File: src/rtl/mbx_pkg.sv
package mbx_pkg;
  localparam int unsigned DATA_W  = 64;
  localparam int unsigned ADDR_W  = 8;
  localparam int unsigned OPC_W   = 16;
  localparam int unsigned LEN_W   = 21;
  localparam int unsigned RC_W    = 16;
  localparam int unsigned PCT_W   = 7;

  localparam int unsigned DB_BIT  = 0;
  localparam int unsigned LEN_LSB = 16;
  localparam int unsigned RC_LSB  = 32;
  localparam int unsigned PCT_LSB = 16;
  localparam logic [PCT_W-1:0] PCT_DONE = 7'd100;

  localparam logic [ADDR_W-1:0] A_CTRL = 8'h04;
  localparam logic [ADDR_W-1:0] A_CMD  = 8'h08;
  localparam logic [ADDR_W-1:0] A_STAT = 8'h10;
  localparam logic [ADDR_W-1:0] A_BG   = 8'h18;

  typedef enum logic [1:0] {
    E_NONE  = 2'd0,
    E_BUSY  = 2'd1,
    E_TMO   = 2'd2,
    E_INVAL = 2'd3
  } mbx_err_e;

  typedef enum logic [3:0] {
    S_IDLE, S_RD_CTRL, S_WR_CMD, S_WR_DB, S_POLL_DB, S_RECHK,
    S_RD_STAT, S_BG_WAIT, S_BG_RD, S_RD_LEN, S_DONE
  } mbx_st_e;
endpackage

File: src/rtl/mbx_tick_cnt.sv
module mbx_tick_cnt #(
  parameter int unsigned W = 8
) (
  input  logic         clk_i,
  input  logic         rst_ni,
  input  logic         clr_i,
  input  logic         en_i,
  input  logic [W-1:0] limit_i,
  output logic         hit_o
);
  localparam logic [W-1:0] CNT_MAX = '1;

  logic [W-1:0] cnt_q;

  always_ff @(posedge clk_i or negedge rst_ni) begin
    if (!rst_ni)                     cnt_q <= '0;
    else if (clr_i)                  cnt_q <= '0;
    else if (en_i && cnt_q != CNT_MAX) cnt_q <= cnt_q + 1'b1;
  end

  assign hit_o = (cnt_q >= limit_i);


  cnt_sat_chk: assert property (@(posedge clk_i) disable iff (!rst_ni)
    (!clr_i && !en_i) |=> $stable(cnt_q));
endmodule

File: src/rtl/mbx_len_clamp.sv
module mbx_len_clamp #(
  parameter int unsigned W = 21,
  parameter int unsigned N = 3
) (
  input  logic [N-1:0][W-1:0] vals_i,
  output logic [W-1:0]        min_o
);
  logic [W-1:0] chain [N];

  assign chain[0] = vals_i[0];
  for (genvar g = 1; g < N; g++) begin : g_min
    assign chain[g] = (vals_i[g] < chain[g-1]) ? vals_i[g] : chain[g-1];
  end
  assign min_o = chain[N-1];
endmodule

File: src/rtl/mbx_req_seq.sv
module mbx_req_seq
  import mbx_pkg::*;
#(
  parameter int unsigned     DB_TMO     = 1000,
  parameter int unsigned     PCNT_W     = 8,
  parameter int unsigned     IVL_W      = 16,
  parameter logic [15:0]     HEALTH_OPC = 16'h4200,
  parameter logic [15:0]     RC_OK      = 16'h0000,
  parameter logic [15:0]     RC_BG      = 16'h0001
) (
  input  logic              clk_i,
  input  logic              rst_ni,
  input  logic              start_i,
  input  logic [15:0]       opcode_i,
  input  logic [20:0]       in_len_i,
  input  logic              in_buf_i,
  input  logic [20:0]       out_cap_i,
  input  logic              out_buf_i,
  input  logic [20:0]       pld_size_i,
  input  logic              long_pend_i,
  input  logic [PCNT_W-1:0] poll_cnt_i,
  input  logic [IVL_W-1:0]  poll_ivl_i,
  output logic              busy_o,
  output logic              done_o,
  output logic [1:0]        err_o,
  output logic [15:0]       rc_o,
  output logic [20:0]       out_len_o,
  output logic              bus_req_o,
  output logic              bus_we_o,
  output logic [7:0]        bus_addr_o,
  output logic [63:0]       bus_wdata_o,
  input  logic              bus_ack_i,
  input  logic [63:0]       bus_rdata_i
);
  localparam int unsigned TW = $clog2(DB_TMO + 1);
  localparam int unsigned IW = PCNT_W + 1;
  localparam logic [TW-1:0] DB_LIMIT = TW'(DB_TMO);

  mbx_st_e          st_q;
  mbx_err_e         err_q;
  logic [OPC_W-1:0] opc_q;
  logic [LEN_W-1:0] len_q, cap_q, psz_q, olen_q;
  logic             obuf_q;
  logic [PCNT_W-1:0] cnt_q;
  logic [IVL_W-1:0] ivl_q;
  logic [IW-1:0]    iv_q, iv_nxt;
  logic [RC_W-1:0]  rc_q;
  logic             cmd_wr_seen;

  logic             db_hit, ivl_hit;
  logic             rd_db;
  logic [RC_W-1:0]  rd_rc;
  logic [LEN_W-1:0] rd_len, clamp_len;
  logic [PCT_W-1:0] rd_pct;
  logic             unused_rdata;

  assign rd_db  = bus_rdata_i[DB_BIT];
  assign rd_rc  = bus_rdata_i[RC_LSB +: RC_W];
  assign rd_len = bus_rdata_i[LEN_LSB +: LEN_W];
  assign rd_pct = bus_rdata_i[PCT_LSB +: PCT_W];
  assign unused_rdata = ^bus_rdata_i;
  assign iv_nxt = iv_q + 1'b1;

  mbx_tick_cnt #(.W(TW)) u_db_tmr (
    .clk_i   (clk_i),
    .rst_ni  (rst_ni),
    .clr_i   (st_q != S_POLL_DB && st_q != S_RECHK),
    .en_i    (st_q == S_POLL_DB),
    .limit_i (DB_LIMIT),
    .hit_o   (db_hit)
  );

  mbx_tick_cnt #(.W(IVL_W)) u_ivl_tmr (
    .clk_i   (clk_i),
    .rst_ni  (rst_ni),
    .clr_i   (st_q != S_BG_WAIT),
    .en_i    (st_q == S_BG_WAIT),
    .limit_i (ivl_q),
    .hit_o   (ivl_hit)
  );

  mbx_len_clamp #(.W(LEN_W), .N(3)) u_clamp (
    .vals_i ({rd_len, psz_q, cap_q}),
    .min_o  (clamp_len)
  );

  always_ff @(posedge clk_i or negedge rst_ni) begin
    if (!rst_ni) begin
      st_q   <= S_IDLE;
      err_q  <= E_NONE;
      rc_q   <= '0;
      olen_q <= '0;
      opc_q  <= '0;
      len_q  <= '0;
      cap_q  <= '0;
      psz_q  <= '0;
      obuf_q <= 1'b0;
      cnt_q  <= '0;
      ivl_q  <= '0;
      iv_q   <= '0;
    end else begin
      unique case (st_q)
        S_IDLE: if (start_i) begin
          opc_q  <= opcode_i;
          len_q  <= in_len_i;
          cap_q  <= out_cap_i;
          psz_q  <= pld_size_i;
          obuf_q <= out_buf_i;
          cnt_q  <= poll_cnt_i;
          ivl_q  <= poll_ivl_i;
          err_q  <= E_NONE;
          rc_q   <= '0;
          olen_q <= '0;
          if (in_len_i != '0 && !in_buf_i) begin
            err_q <= E_INVAL;
            st_q  <= S_DONE;
          end else begin
            st_q  <= S_RD_CTRL;
          end
        end
        S_RD_CTRL: if (bus_ack_i) begin
          if (rd_db || (long_pend_i && opc_q != HEALTH_OPC)) begin
            err_q <= E_BUSY;
            st_q  <= S_DONE;
          end else begin
            st_q  <= S_WR_CMD;
          end
        end
        S_WR_CMD: if (bus_ack_i) st_q <= S_WR_DB;
        S_WR_DB:  if (bus_ack_i) st_q <= S_POLL_DB;
        S_POLL_DB: if (bus_ack_i) begin
          if (!rd_db)      st_q <= S_RD_STAT;
          else if (db_hit) st_q <= S_RECHK;
        end
        S_RECHK: if (bus_ack_i) begin
          if (!rd_db) st_q <= S_RD_STAT;
          else begin
            err_q <= E_TMO;
            st_q  <= S_DONE;
          end
        end
        S_RD_STAT: if (bus_ack_i) begin
          rc_q <= rd_rc;
          if (rd_rc == RC_BG) begin
            iv_q <= '0;
            st_q <= (cnt_q == '0) ? S_BG_RD : S_BG_WAIT;
          end else if (rd_rc != RC_OK) begin
            st_q <= S_DONE;
          end else begin
            st_q <= S_RD_LEN;
          end
        end
        S_BG_WAIT: if (ivl_hit) st_q <= S_BG_RD;
        S_BG_RD: if (bus_ack_i) begin
          if (rd_pct == PCT_DONE) begin
            rc_q <= rd_rc;
            st_q <= (rd_rc != RC_OK) ? S_DONE : S_RD_LEN;
          end else begin
            iv_q <= iv_nxt;
            if (iv_nxt >= {1'b0, cnt_q}) begin
              err_q <= E_TMO;
              st_q  <= S_DONE;
            end else begin
              st_q  <= S_BG_WAIT;
            end
          end
        end
        S_RD_LEN: if (bus_ack_i) begin
          olen_q <= obuf_q ? clamp_len : '0;
          st_q   <= S_DONE;
        end
        S_DONE:  st_q <= S_IDLE;
        default: st_q <= S_IDLE;
      endcase
    end
  end

  // Tracks whether the command word has reached the device in this command
  always_ff @(posedge clk_i or negedge rst_ni) begin
    if (!rst_ni)                                cmd_wr_seen <= 1'b0;
    else if (st_q == S_IDLE && start_i)         cmd_wr_seen <= 1'b0;
    else if (st_q == S_WR_CMD && bus_ack_i)     cmd_wr_seen <= 1'b1;
  end

  always_comb begin
    bus_req_o   = 1'b1;
    bus_we_o    = 1'b0;
    bus_addr_o  = A_CTRL;
    bus_wdata_o = '0;
    unique case (st_q)
      S_RD_CTRL, S_POLL_DB, S_RECHK: bus_addr_o = A_CTRL;
      S_WR_CMD: begin
        bus_we_o    = 1'b1;
        bus_addr_o  = A_CMD;
        bus_wdata_o = DATA_W'(opc_q) | (DATA_W'(len_q) << LEN_LSB);
      end
      S_WR_DB: begin
        bus_we_o    = 1'b1;
        bus_addr_o  = A_CTRL;
        bus_wdata_o = DATA_W'(1) << DB_BIT;
      end
      S_RD_STAT: bus_addr_o = A_STAT;
      S_BG_RD:   bus_addr_o = A_BG;
      S_RD_LEN:  bus_addr_o = A_CMD;
      default:   bus_req_o  = 1'b0;
    endcase
  end

  assign busy_o    = (st_q != S_IDLE);
  assign done_o    = (st_q == S_DONE);
  assign err_o     = err_q;
  assign rc_o      = rc_q;
  assign out_len_o = olen_q;


  db_after_cmd_chk: assert property (@(posedge clk_i) disable iff (!rst_ni)
    (bus_req_o && bus_we_o && bus_addr_o == A_CTRL) |-> cmd_wr_seen);


  req_hold_chk: assert property (@(posedge clk_i) disable iff (!rst_ni)
    (bus_req_o && !bus_ack_i) |=> (bus_req_o && $stable(bus_addr_o) && $stable(bus_we_o)));


  busy_no_wr_chk: assert property (@(posedge clk_i) disable iff (!rst_ni)
    (done_o && err_o == E_BUSY) |-> !cmd_wr_seen);


  done_pulse_chk: assert property (@(posedge clk_i) disable iff (!rst_ni)
    done_o |=> !done_o);


  olen_cap_chk: assert property (@(posedge clk_i) disable iff (!rst_ni)
    done_o |-> (out_len_o <= cap_q && out_len_o <= psz_q));


  inval_nobus_chk: assert property (@(posedge clk_i) disable iff (!rst_ni)
    (done_o && err_o == E_INVAL) |-> $past(st_q == S_IDLE));
endmodule

File: config.mk
export PLATFORM = sky130hd
export DESIGN_NAME = mbx_req_seq
export DESIGN_NICKNAME = d
export VERILOG_FILES = /design/src/rtl/mbx_pkg.sv /design/src/rtl/mbx_tick_cnt.sv /design/src/rtl/mbx_len_clamp.sv /design/src/rtl/mbx_req_seq.sv
export SDC_FILE = /design/constraint.sdc
export NUM_CORES = 1
export LEC_CHECK = 0
export BUFFER_PORTS_ARGS = -buffer_cell sky130_fd_sc_hd__buf_4
export CAP_MARGIN = 10
export CORE_ASPECT_RATIO = 1.1
export CORE_MARGIN = 1
export CORE_UTILIZATION = 57
export DETAILED_ROUTE_END_ITERATION = 6
export HOLD_SLACK_MARGIN = 0.05
export PLACE_DENSITY = 0.88
export SLEW_MARGIN = 20
export SYNTH_ARGS = -nofsm -noshare
export SYNTH_HDL_FRONTEND = slang
export SYNTH_SLANG_ARGS = --single-unit
File: constraint.sdc
create_clock -name clk_i -period 6.55 [get_ports clk_i]
set_input_delay 0.655 -clock clk_i [delete_from_list [all_inputs] [get_ports clk_i]]
set_output_delay 0.655 -clock clk_i [all_outputs]
set_load 0.005 [all_outputs]
Word level (Yosys, flattened, before mapping). Cells that the tools add are included.

Output and inout bits: 115. Bits of input ports: 174. Logic and storage cells: 140. Register bits: 182.

Reductions and logical operators: 27. $add $sub $neg: 3. Eq/ne operators: 35. Multiplexer cells: 55. Bitwise logic cells: 1. Magnitude comparators: 5.

Operators by type and width (number): 21-bit 2-to-1 mux (5); 16-bit 2-to-1 mux (6); 4-bit 2-to-1 mux (19); 37-bit case mux with 2 select lines (1); 16-bit case mux with 3 select lines (1); 21-bit < comparator (2); 21-bit case mux with 2 select lines (1); 4-bit case mux with 10 select lines (1); 16-bit by 37-bit OR with 37-bit output (1); 9-bit 2-to-1 mux (4); 2-bit != test (second input constant) (16); 21-bit nonzero test (1); 10-bit 2-to-1 mux (2); 2-bit 2-to-1 mux (10); 9-bit case mux with 2 select lines (1); 16-bit by 1-bit adder with 16-bit output (second input constant) (1); 16-bit by 1-bit equality test with 1-bit output (second input constant) (1); 4-bit by 3-bit equality test with 1-bit output (second input constant) (4); 16-bit greater-or-equal comparator (1); 16-bit by 15-bit != test with 1-bit output (second input constant) (1); 16-bit != test (second input constant) (1); 16-bit nonzero test (1); 5-bit case mux with 3 select lines (1); 4-bit equality test (second input constant) (3); other kinds (27) (41).

Depth between registers and ports, before layout. Gate-level depths: netlist of run 1.

Depth in word-level cells: 7. Depth in mapped cells: 17. Mapped depth without buffers: 15.

Modules after synthesis. Synthesis of run 1 repeated with hierarchy kept, for this count alone.

Cells, all modules: 1107. Area total of the unflattened synthesis: 11093.1 µm².

Modules (own cells, without submodules): mbx_req_seq (area each 7438.4 µm², instances 1, cells an instance 674, seq. area each 3903.7 µm²); mbx_len_clamp (area each 1591.5 µm², instances 1, cells an instance 196, seq. area each 0.0 µm²); mbx_tick_cnt (u_ivl_tmr) (area each 1292.5 µm², instances 1, cells an instance 151, seq. area each 400.4 µm²); mbx_tick_cnt (u_db_tmr) (area each 770.7 µm², instances 1, cells an instance 86, seq. area each 250.2 µm²).

Worst setup path after synthesis of run 1. OpenSTA, ideal clock, no wires.

Path kind: reg-to-reg. Start: reg cap_q[2]. End: reg olen_q[10], in the netlist out_len_o[10]. Stages on the path, launching flop included: 18. Required time: 6.460 ns. Setup slack: 2.896 ns. Arrival: 3.564 ns. Path buffers: 2. Period minus slack after synthesis: 3.654 ns. Setup time: 0.090 ns. Cell sequence: dfrtp_1 > inv_1 > ha_1 > a21o_1 > a221oi_1 > o211ai_1 > a211oi_2 > buf_2 > mux2i_1 > ha_1 > a211oi_1 > o21ai_1 > a211oi_1 > o211ai_1 > nor3_1 > o31ai_1 > buf_2 > o221ai_1.

Longest elaborated chain between the ends: 7.

RTL lines: from (decl) (line mbx_req_seq.sv:42) `logic [LEN_W-1:0] len_q, cap_q, psz_q, olen_q;`; from (signal assigned) (line mbx_req_seq.sv:106) `cap_q <= out_cap_i;`; 21-bit < comparator (line mbx_len_clamp.sv:12) `assign chain[g] = (vals_i[g] < chain[g-1]) ? vals_i[g] : chain[g-1];`; 21-bit 2-to-1 mux * (line mbx_len_clamp.sv:12); 21-bit < comparator (line mbx_len_clamp.sv:12); 21-bit 2-to-1 mux * (line mbx_len_clamp.sv:12); 21-bit 2-to-1 mux * (line mbx_req_seq.sv:169) `olen_q <= obuf_q ? clamp_len : '0;`; 21-bit 2-to-1 mux * (line mbx_req_seq.sv:168) `S_RD_LEN: if (bus_ack_i) begin`; 21-bit case mux with 2 select lines * (line mbx_req_seq.sv:102) `unique case (st_q)`; to (signal assigned) (line mbx_req_seq.sv:169); to (decl) (line mbx_req_seq.sv:42).

Mark *: on every way between the ends. The rest lies on a longest branch, timed or not. The select of a mux whose other input is x is not followed. A chain may end at the register's enable or synchronous reset.

Worst setup path after layout of run 1.
Start: reg cap_q[3]. End: reg olen_q[6], in the netlist out_len_o[6].

The elaborated chain is that of the path after synthesis.

==> results of run 1 <==
[stage by stage]
step / power, mW / hold WS (ns) / utilization, % / worst slack (ns)
CTS: 5.44 / 0.367 / 71.3 / 1.25
global placement: 4.25 / 0.470 / 68.0 / 1.51
global route: 5.82 / 0.415 / 71.3 / 0.902
detailed placement: 4.37 / 0.474 / 68.0 / 1.49
floorplan: 3.52 / 0.359 / - / 2.90
finish: 5.42 / 0.327 / 71.3 / 1.23
[logic make-up after synthesis]
family / after synthesis / synth area share [%]
multiplexers: 130 / 13.9
XOR/XNOR: 21 / 1.78
other: 1 / 0.0363
flip-flops: 182 / 44.1
AND/OR/NAND/NOR: 278 / 13.6
buffers and inverters: 157 / 7.14
AO/OA/AOI/OAI: 164 / 11.2
adder cells (fa/ha/maj): 68 / 8.24
[how the worst max path moves through the flow]
stage	cells after the start	start	to	slack, ns
global placement	16	cap_q[2]	out_len_o[4]	1.51
floorplan	17	cap_q[2]	out_len_o[10]	2.90
CTS	16	cap_q[3]	out_len_o[10]	1.25
detailed placement	16	cap_q[2]	out_len_o[6]	1.49
global route	16	cap_q[3]	out_len_o[10]	0.90
finish	16	cap_q[3]	out_len_o[6]	1.23
[area by class of cell]
type / instances / area [um^2] / area share [%]
clock inverters: 13 / 148 / 1.17
well taps: 238 / 298 / 2.35
clock buffers: 18 / 439 / 3.47
flip-flops and latches: 182 / 4550 / 36.0
inverters: 82 / 308 / 2.43
repair buffers: 230 / 1730 / 13.7
multi-input cells: 693 / 5170 / 40.9
[sequential cells by signal, indices dropped and copies added (netlist names), 2 cells and up]
| register | count |
|---|---|
| psz_q | 21 |
| out_len_o | 21 |
| ivl_q | 16 |
| opc_q | 16 |
| cap_q | 21 |
| u_db_tmr.cnt_q | 10 |
| st_q | 4 |
| iv_q | 9 |
| len_q | 21 |
| u_ivl_tmr.cnt_q | 16 |
| err_o | 2 |
| rc_o | 16 |
| cnt_q | 8 |
[per-layer routing]
layer  up-vias  GRT usage (%)  share of wire [%]
li1       3910              -                  -
met1      4055           34.5                 41
met2       274           47.8                 51
met3        60           5.21                4.4
met4         0           11.3                3.1
met5         -              0                  0
[where the power goes]
part	leakage (nW)	total, mW	switching [mW]	internal (mW)
clock network	0.281	1.02	0.448	0.576
registers	2.31	1.87	0.333	1.54
logic	3.72	2.52	1.26	1.26
[cells in the mapped netlist (3+ instances only)]
master	count
a221oi_1	3
mux2_2	104
ha_1	68
nand3_1	25
a32o_1	4
nor4_1	9
o21ai_1	31
mux2i_1	22
o31ai_1	3
o211ai_1	5
buf_4	32
or4_1	3
mux2_1	4
o21ai_0	11
or3_1	5
a21oi_2	3
and3_1	41
nand4_1	14
inv_1	82
a21oi_1	32
o21a_1	6
nand2_1	90
nand2b_1	8
and4_1	3
buf_1	5
a21o_1	13
o221ai_1	26
o211a_1	3
a211oi_1	4
nor2_1	49
clkbuf_1	16
nor3_1	11
buf_2	22
a22oi_1	3
xor2_1	13
dfrtp_1	182
xnor2_1	8
[critical path, stage by stage (launching register included)]
cell and delay (ns):
dfrtp_1 0.36, inv_1 0.05, ha_1 0.33, and3_1 0.24, a221oi_1 0.36, o211ai_1 0.22
a211oi_4 0.84, buf_4 0.34, mux2i_1 0.30, ha_1 0.31, a21oi_1 0.18, o22ai_1 0.11
o221ai_1 0.24, o211ai_1 0.19, o21ai_1 0.66, buf_4 0.30, o221ai_1 0.14
==> out/results.tsv, run 1 <==
metric	value	unit
drt_iter0_drc	515	
routed_wl	25.1	mm
yosys-top-cells-area	dfrtp_1, mux2_2, ha_1, nand2_1, inv_1	
antenna_found_initial	0	
final_cell_mix	buf_4, dfrtp_1, mux2_2, nand2_1, inv_1	
drc	0	
yosysWarnings	0	
irDropWorstVdd	0.296	mV
final_cells	1456	
synth_top_cell_by_area	dfrtp_1	
ys_seq_elements	182	
critPathRequiredTime	6.84	ns
die_area	0.0187	mm^2
report.final.setup_viol	0	
yosys.area.top_type_share	44.1	%
io_buffers	225	
wire_per_inst	17.2	um
postCtsSetupBuffers	0	
end_kind	register	
yosysSeqAreaShare	44.1	%
synthFlopType	dfrtp_1	
cts_resized	0	
nFillCells	1311	
grtUsageTotal	27.9	%
synth_cell_types	67	
cts_buffers	17	
status	complete, no violations	
p_per_area	429	mW/mm^2
reg2reg_to	out_len_o[6]	
fin_crit_sh	81.3	%
placed_cell_area	0.0121	mm^2
layout_commonest_cell	buf_4	
area_growth_syn_to_layout	22.5	%
r2r_cells	16	
die_h	143	um
start_util	58.2	%
final-hold-violation-count	0	
die_w	130	um
routed_via_density	5.70	
cts_sinks	182	
reg2reg_slack	1.23	ns
grt_pass1_wl	40.2	mm
fin_setup_tns	0	ns
worstHoldPathType	in2async	
synthArstFlopShare	100	%
hold_buffers	0	
rows	51	
clkLatencyLatePin	0.43	ns
ant_nets	0	
worstSetupStartpointType	register	
core-area	0.0177	mm^2
syn_area	0.0103	mm^2
finalMaxSlewViolations	0	
clockBufferDepth	2	
grt_pass1_vias	8094	
vias	8299	
antenna_cells	0	
fin_skew	0.0133	ns
relSlewSlack	29.8	%
ctsHtreeMaxLevel	4	
ios	289	
syn_area_per_cell	10.3	um^2
grt_max_degree	101	
drive_gt1_share	31.3	%
finish.instance_area	0.0126	mm^2
r2r-start	cap_q[3]	
period_minus_slack	5.32	ns
grt-ovfl-total	0	
fin_nets	1448	
max_slew.worst_pin.slew	1.05	ns
path_clk_slew	0.07	ns
synth-edff-count	0	
dp_hpwl	18.4	mm
max_freq	188	MHz
cp_data_arrival_time	5.61	ns
place_congestion	0.872	
cp_max_fo	15	
postSynthCellCount	1001	
rsz0062_at_grt	false	
dpl.cell_count	1425	
cts_tree	done	
dr.pass1.iters	5	
cap_violations	0	
crit_type	reg2reg	
power_leakage	6.31	nW
cts-root-buf	clkbuf_16	
No activity file was read; power rests on OpenSTA's default activity.
==> run 2, diff against run 1 <==
--- a/config.mk
+++ b/config.mk
@@ -5,14 +5,15 @@
 export SDC_FILE = /design/constraint.sdc
 export NUM_CORES = 1
 export LEC_CHECK = 0
+export ABC_AREA = 1
 export BUFFER_PORTS_ARGS = -buffer_cell sky130_fd_sc_hd__buf_4
 export CAP_MARGIN = 10
 export CORE_ASPECT_RATIO = 1.1
 export CORE_MARGIN = 1
-export CORE_UTILIZATION = 57
+export CORE_UTILIZATION = 48
 export DETAILED_ROUTE_END_ITERATION = 6
 export HOLD_SLACK_MARGIN = 0.05
-export PLACE_DENSITY = 0.88
+export PLACE_DENSITY = 0.79
 export SLEW_MARGIN = 20
 export SYNTH_ARGS = -nofsm -noshare
 export SYNTH_HDL_FRONTEND = slang
==> constraint.sdc (replaced) <==
create_clock -name clk_i -period 4.8 [get_ports clk_i]
set_input_delay 0.48 -clock clk_i [delete_from_list [all_inputs] [get_ports clk_i]]
set_output_delay 0.48 -clock clk_i [all_outputs]
set_load 0.005 [all_outputs]
==> out/results.tsv, run 2 <==
metric	value	unit	change
start_util	49.3	%	-8.9 points
vias	9384		+13%
dr.pass1.iters	7		+2
seq_power_share	32.2	%	-2.4 points
path_cells	inv_1, ha_1, nand2_1, inv_1, nand2_1, nand2_1, a21oi_1, nand3_2, buf_4, o21ai_0, ha_1, a21oi_1, o21a_1, o221ai_1, a21oi_1, nand2_1, nand2_1, nand3_1, nand2_1		
synth_top_cell_by_area	dfrtp_1		
cts_buffers	17		unchanged
yosys.area.top_type_share	43.1	%	-1.0 points
cts_resized	0		unchanged
cts-root-buf	clkbuf_16		
grt_max_degree	112		+11%
ios	289		unchanged
layout_commonest_cell	buf_4		
report.final.setup_viol	0		unchanged
period_minus_slack	3.95	ns	-1.37 ns
power_leakage	6.89	nW	+9.2%
power	7.50	mW	+38%
clkLatencyLatePin	0.43	ns	about the same
cp_slowest_cell	nand2_1		
yosys-top-cells-area	dfrtp_1, ha_1, nand2_1, inv_1, nor2_1		
cts_sinks	182		unchanged
final_cells	1849		+27%
io_buffers	225		unchanged
fin_nets	1788		+23%
p_sw	3.07	mW	+50%
wire_per_inst	13.8	um	-20%
hold_buffers	0		unchanged
worstSetupStartpointType	register		
yosysWarnings	0		unchanged
max_slew.worst_pin.slew	0.940	ns	-0.113 ns
die_h	158	um	+10%
placed_cell_area	0.0124	mm^2	+2.5%
final-hold-violation-count	0		unchanged
cts_tree	done		
clockBufferDepth	2		unchanged
synthArstFlopShare	100	%	unchanged
p_int	4.43	mW	+31%
fin_crit_sh	82.3	%	+1.0 points
postSynthCellCount	1338		+34%
path_clk_slew	0.07	ns	about the same
syn_area_per_cell	7.89	um^2	-23%
crit_type	reg2reg		
grt_pass1_wl	41.5	mm	+3.2%
startpoint	cap_q[16]		
grtUsageTotal	23.1	%	-4.8 points
area_growth_syn_to_layout	22.9	%	
relSlewSlack	37.4	%	+7.5 points
fin_skew	0.0102	ns	-0.00317 ns
die_area	0.0226	mm^2	+21%
die_w	143	um	+10%
worstSetupEndpoint	out_len_o[13]		
irDropWorstVdd	0.280	mV	-5.5%
r2r-start	cap_q[16]		
status	complete, no violations		
finalMaxSlewViolations	0		unchanged
combPwrFrac	48.2	%	+1.7 points
synth_common_cells	nand2_1, inv_1, dfrtp_1		
grt-ovfl-total	0		unchanged
rsz0062_at_grt	false		
synthFlopType	dfrtp_1		
finish.instance_area	0.0130	mm^2	+2.6%
reg2reg_to	out_len_o[13]		
dp_hpwl	19.2	mm	+4.3%
synth_cell_types	47		-30%
routed_via_density	5.08		-11%
holdWs	0.178	ns	-0.149 ns
yosysSeqAreaShare	43.1	%	-1.0 points
cap_violations	0		unchanged
fin_setup_tns	0	ns	unchanged
switching_share	40.9	%	+3.2 points
worstHoldPathType	in2async		
core-area	0.0214	mm^2	+21%
cp_max_fo	29		+14
grt_pass1_vias	8815		+8.9%
cp_data_arrival_time	4.32	ns	-1.29 ns
ant_nets	0		unchanged
p_per_area	578	mW/mm^2	+35%
ys_seq_elements	182		unchanged
routed_wl	25.5	mm	+1.7%
r2r_cells	19		+3
dpl.cell_count	1817		+28%
antenna_cells	0		unchanged
end_kind	register		
drive_gt1_share	20.5	%	-11 points
crit_path_max_incr_delay	0.47	ns	-0.37 ns
drt_iter0_drc	430		-17%
fin_util	60.5	%	-11 points
synth-edff-count	0		unchanged
ctsHtreeMaxLevel	4		unchanged
drc	0		unchanged
rows	56		+9.8%
power.share.clock	19.6	%	+0.7 points
synth_most_common_cell	nand2_1		
max_freq	253	MHz	+35%
antenna_found_initial	0		unchanged
cpMostUsedCell	nand2_1		
syn_area	0.0106	mm^2	+2.3%
reg2reg_slack	0.85	ns	-0.38 ns
dp_slack	0.908	ns	-0.586 ns
critPathRequiredTime	5.17	ns	-1.67 ns
worst_slack	0.849	ns	-0.377 ns
postCtsSetupBuffers	0		unchanged
place_congestion	0.895		+2.6%
final_cell_mix	buf_4, nand2_1, inv_1, dfrtp_1, nor2_1		
## run 2: changes by cell type in the layout (fill, tap and decap cells not counted), sizes merged, moves of 12 or more
| cell | previous run | this run |
|---|---|---|
| mux2i | 22 | 0 |
| o221ai | 26 | 1 |
| o21ai | 42 | 79 |
| a21o | 13 | 1 |
| a21oi | 35 | 117 |
| nand2 | 90 | 215 |
| nor2 | 49 | 179 |
| and3 | 41 | 2 |
| inv | 86 | 223 |
| nand3 | 26 | 82 |
| mux2 | 108 | 23 |
## run 2: cell families after synthesis
| group | synth area share, % |
|---|---|
| adder cells (fa/ha/maj) | 8.06 |
| flip-flops | 43.1 |
| multiplexers | 2.45 |
| AO/OA/AOI/OAI | 12.2 |
| AND/OR/NAND/NOR | 21.7 |
| other | 0.0355 |
| buffers and inverters | 11.9 |
| XOR/XNOR | 0.498 |
## run 2: worst max-delay path: cells and delay by family, from the launching register on
| kind | cells | cell delay [ns] |
|---|---|---|
| AND/OR/NAND/NOR | 8 | 1.35 |
| buffers and inverters | 3 | 0.46 |
| flip-flops | 1 | 0.37 |
| AO/OA/AOI/OAI | 6 | 1.15 |
| adder cells (fa/ha/maj) | 2 | 0.56 |
## run 2: metal layers
metal / vias to the layer above / part of all wire [%] / GRT usage (%)
met3: 34 / 5.6 / 4.42
li1: 4696 / - / -
met2: 294 / 50 / 40.1
met5: - / 0 / 0
met4: 0 / 1.3 / 6.64
met1: 4360 / 44 / 29.2
## run 2: worst min path at each step
stage	end	cells after the start
CTS	ivl_q[15]	1
global route	psz_q[7]	2
finish	ivl_q[15]	1
floorplan	cap_q[0]	0
global placement	u_db_tmr.cnt_q[9]	1
detailed placement	u_db_tmr.cnt_q[9]	1
## run 2: final cells by class
cell class                 count  area [um^2]
clock buffer                  19          443
tap                          290          363
multi-input combinational    893         4870
clock inverter                13          170
timing repair buffer         233         1760
sequential                   182         4550
fill                        1887         8460
inverter                     219          822
## run 2: power by group through the flow
stage               logic [mW]  registers, mW  clock network [mW]
global placement          3.49           2.42                   0
finish                    3.61           2.41                1.47
CTS                       3.64           2.41                1.50
detailed placement        3.61           2.44                   0
floorplan                 2.51           2.38                   0
global route              4.15           2.48                1.56
==> run 3, diff against run 2 <==
--- a/config.mk
+++ b/config.mk
@@ -5,7 +5,7 @@
 export SDC_FILE = /design/constraint.sdc
 export NUM_CORES = 1
 export LEC_CHECK = 0
-export ABC_AREA = 1
+export ABC_AREA = 0
 export BUFFER_PORTS_ARGS = -buffer_cell sky130_fd_sc_hd__buf_4
 export CAP_MARGIN = 10
 export CORE_ASPECT_RATIO = 1.1
==> constraint.sdc (replaced) <==
create_clock -name clk_i -period 3.2 [get_ports clk_i]
set_input_delay 0.32 -clock clk_i [delete_from_list [all_inputs] [get_ports clk_i]]
set_output_delay 0.32 -clock clk_i [all_outputs]
set_load 0.005 [all_outputs]
==> out/results.tsv, run 3 (synthesis gave the netlist of run 1 again) <==
metric	value	unit	change
power_leakage	6.83	nW	-0.84%
clockBufferDepth	2		unchanged
cts_buffers	17		unchanged
start_util	49.5	%	+0.25 points
period_minus_slack	4.13	ns	+0.180 ns
dp_hpwl	20.0	mm	+4.3%
clkLatencyLatePin	0.43	ns	about the same
dr.pass1.iters	5		-2
die_h	156	um	-1.1%
final-hold-violation-count	0		unchanged
drt_iter0_drc	424		-1.4%
core-area	0.0209	mm^2	-2.7%
finish.instance_area	0.0139	mm^2	+7.4%
drc	0		unchanged
cap_violations	0		unchanged
max_freq	242	MHz	-4.4%
grt_pass1_wl	43.8	mm	+5.6%
layout_commonest_cell	buf_4		
grtUsageTotal	25.3	%	+2.2 points
cp_max_fo	8		-72%
grt_max_degree	83		-26%
ios	289		unchanged
max_slew.worst_pin.slew	0.788	ns	-0.152 ns
cts_sinks	182		unchanged
worstSetupStartpointType	register		
worst_slack	-0.931	ns	-1.78 ns
report.final.setup_viol	21		+21
finalMaxSlewViolations	0		unchanged
irDropWorstVdd	0.565	mV	+100%
die_area	0.0221	mm^2	-2.2%
cts_tree	done		
cp_slowest_cell	dfrtp_1		
final_cell_mix	buf_4, dfrtp_1, mux2_2, nand2_1, inv_1		
crit_type	reg2reg		
place_congestion	0.904		+1.1%
power	13.3	mW	+78%
critPathRequiredTime	3.54	ns	-1.63 ns
vias	8804		-6.2%
cts-root-buf	clkbuf_16		
fin_crit_sh	129	%	+47 points
area_growth_syn_to_layout	35.0	%	
antenna_cells	0		unchanged
fin_skew	0.0110	ns	+0.000804 ns
drive_gt1_share	40.4	%	+20 points
relSlewSlack	47.5	%	+10 points
crit_path_max_incr_delay	0.40	ns	-0.07 ns
path_cells	inv_2, ha_4, a21o_1, a221oi_2, o211ai_1, a211oi_4, buf_6, buf_8, mux2i_4, ha_4, nand4_1, o31ai_1, a31oi_1, o211ai_1, nor3_2, o31ai_4, buf_6, o221ai_4		
path_clk_slew	0.08	ns	about the same
die_w	142	um	-1.1%
end_kind	register		
p_per_area	957	mW/mm^2	+66%
wire_per_inst	17.6	um	+27%
fin_setup_tns	-18.06	ns	-18.06 ns
grt-ovfl-total	0		unchanged
io_buffers	225		unchanged
ant_nets	0		unchanged
antenna_found_initial	0		unchanged
routed_wl	28.1	mm	+10%
rows	55		-1.8%
cp_data_arrival_time	4.47	ns	+0.15 ns
rsz0062_at_grt	true		
status	finished with violations		
routed_via_density	5.49		+8.2%
worstHoldPathType	in2reg		
placed_cell_area	0.0128	mm^2	+3.4%
fin_nets	1547		-13%
grt_pass1_vias	8767		-0.54%
ctsHtreeMaxLevel	4		unchanged
violations	negative setup slack		
==> run 3: routing by layer <==
layer	routed length, um	up-vias	global-route usage, %	part of all wire [%]
met5	0	-	0	0
met4	1290	0	13.2	4.6
met3	1320	83	3.31	4.7
met2	14000	311	42.8	50
met1	11600	4294	31.7	41
li1	-	4116	-	-
==> run 3: through the flow <==
step / worst slack, ns / util, % / hold WS [ns] / cells
floorplan: -0.371 / - / 0.0244 / 1032
global placement: -0.724 / 61.3 / 0.425 / 1552
detailed placement: -0.898 / 61.3 / 0.433 / 1552
global route: -1.09 / 66.9 / 0.0983 / 1603
CTS: -0.656 / 65.3 / 0.0978 / 1598
finish: -0.931 / 66.9 / 0.113 / 1603
==> run 3: critical path, delay by kind of cell, from the launching register on <==
kind | cells | cell delay (ns)
AO/OA/AOI/OAI | 9 | 1.80
flip-flops | 1 | 0.40
buffers and inverters | 4 | 0.65
adder cells (fa/ha/maj) | 2 | 0.45
multiplexers | 1 | 0.26
AND/OR/NAND/NOR | 2 | 0.46
==> run 3: layout make-up <==
type	count	area [um^2]
Inverter	82	308
Clock inverter	15	160
Timing Repair Buffer	329	2560
Sequential cell	182	4550
Clock buffer	17	425
Fill cell	1571	6910
Tap cell	285	357
Multi-Input combinational cell	693	5570
==> run 3: where the power goes <==
| group | internal [mW] | switching (mW) | total [mW] |
|---|---|---|---|
| Sequential | 3.15 | 0.594 | 3.74 |
| Combinational | 4.05 | 3.47 | 7.51 |
| Clock | 1.05 | 1.04 | 2.09 |
==> run 3: worst paths after layout <==
path,start,endpoint,slack (ns),cells past startpoint
max,cap_q[2],out_len_o[14],-0.93,18
min,out_cap_i[9],cap_q[9],0.11,2
max reg2reg,cap_q[2],out_len_o[14],-0.93,18
min reg2reg,rc_o[3],rc_o[3],0.49,2
max in group asynchronous,rst_ni,out_len_o[10],1.84,3
min in group asynchronous,rst_ni,ivl_q[4],0.51,2
==> run 3: timing repair <==
| item | in CTS | in global routing |
|---|---|---|
| pin swaps | 1 | 17 |
| endpoints found under the hold margin | 80 | 0 |
| gates cloned | 3 | 1 |
| resized for setup | 32 | 49 |
| buffers inserted | 10 | 6 |
| setup endpoints to repair | 21 | 21 |
| hold buffers | 1 | 0 |
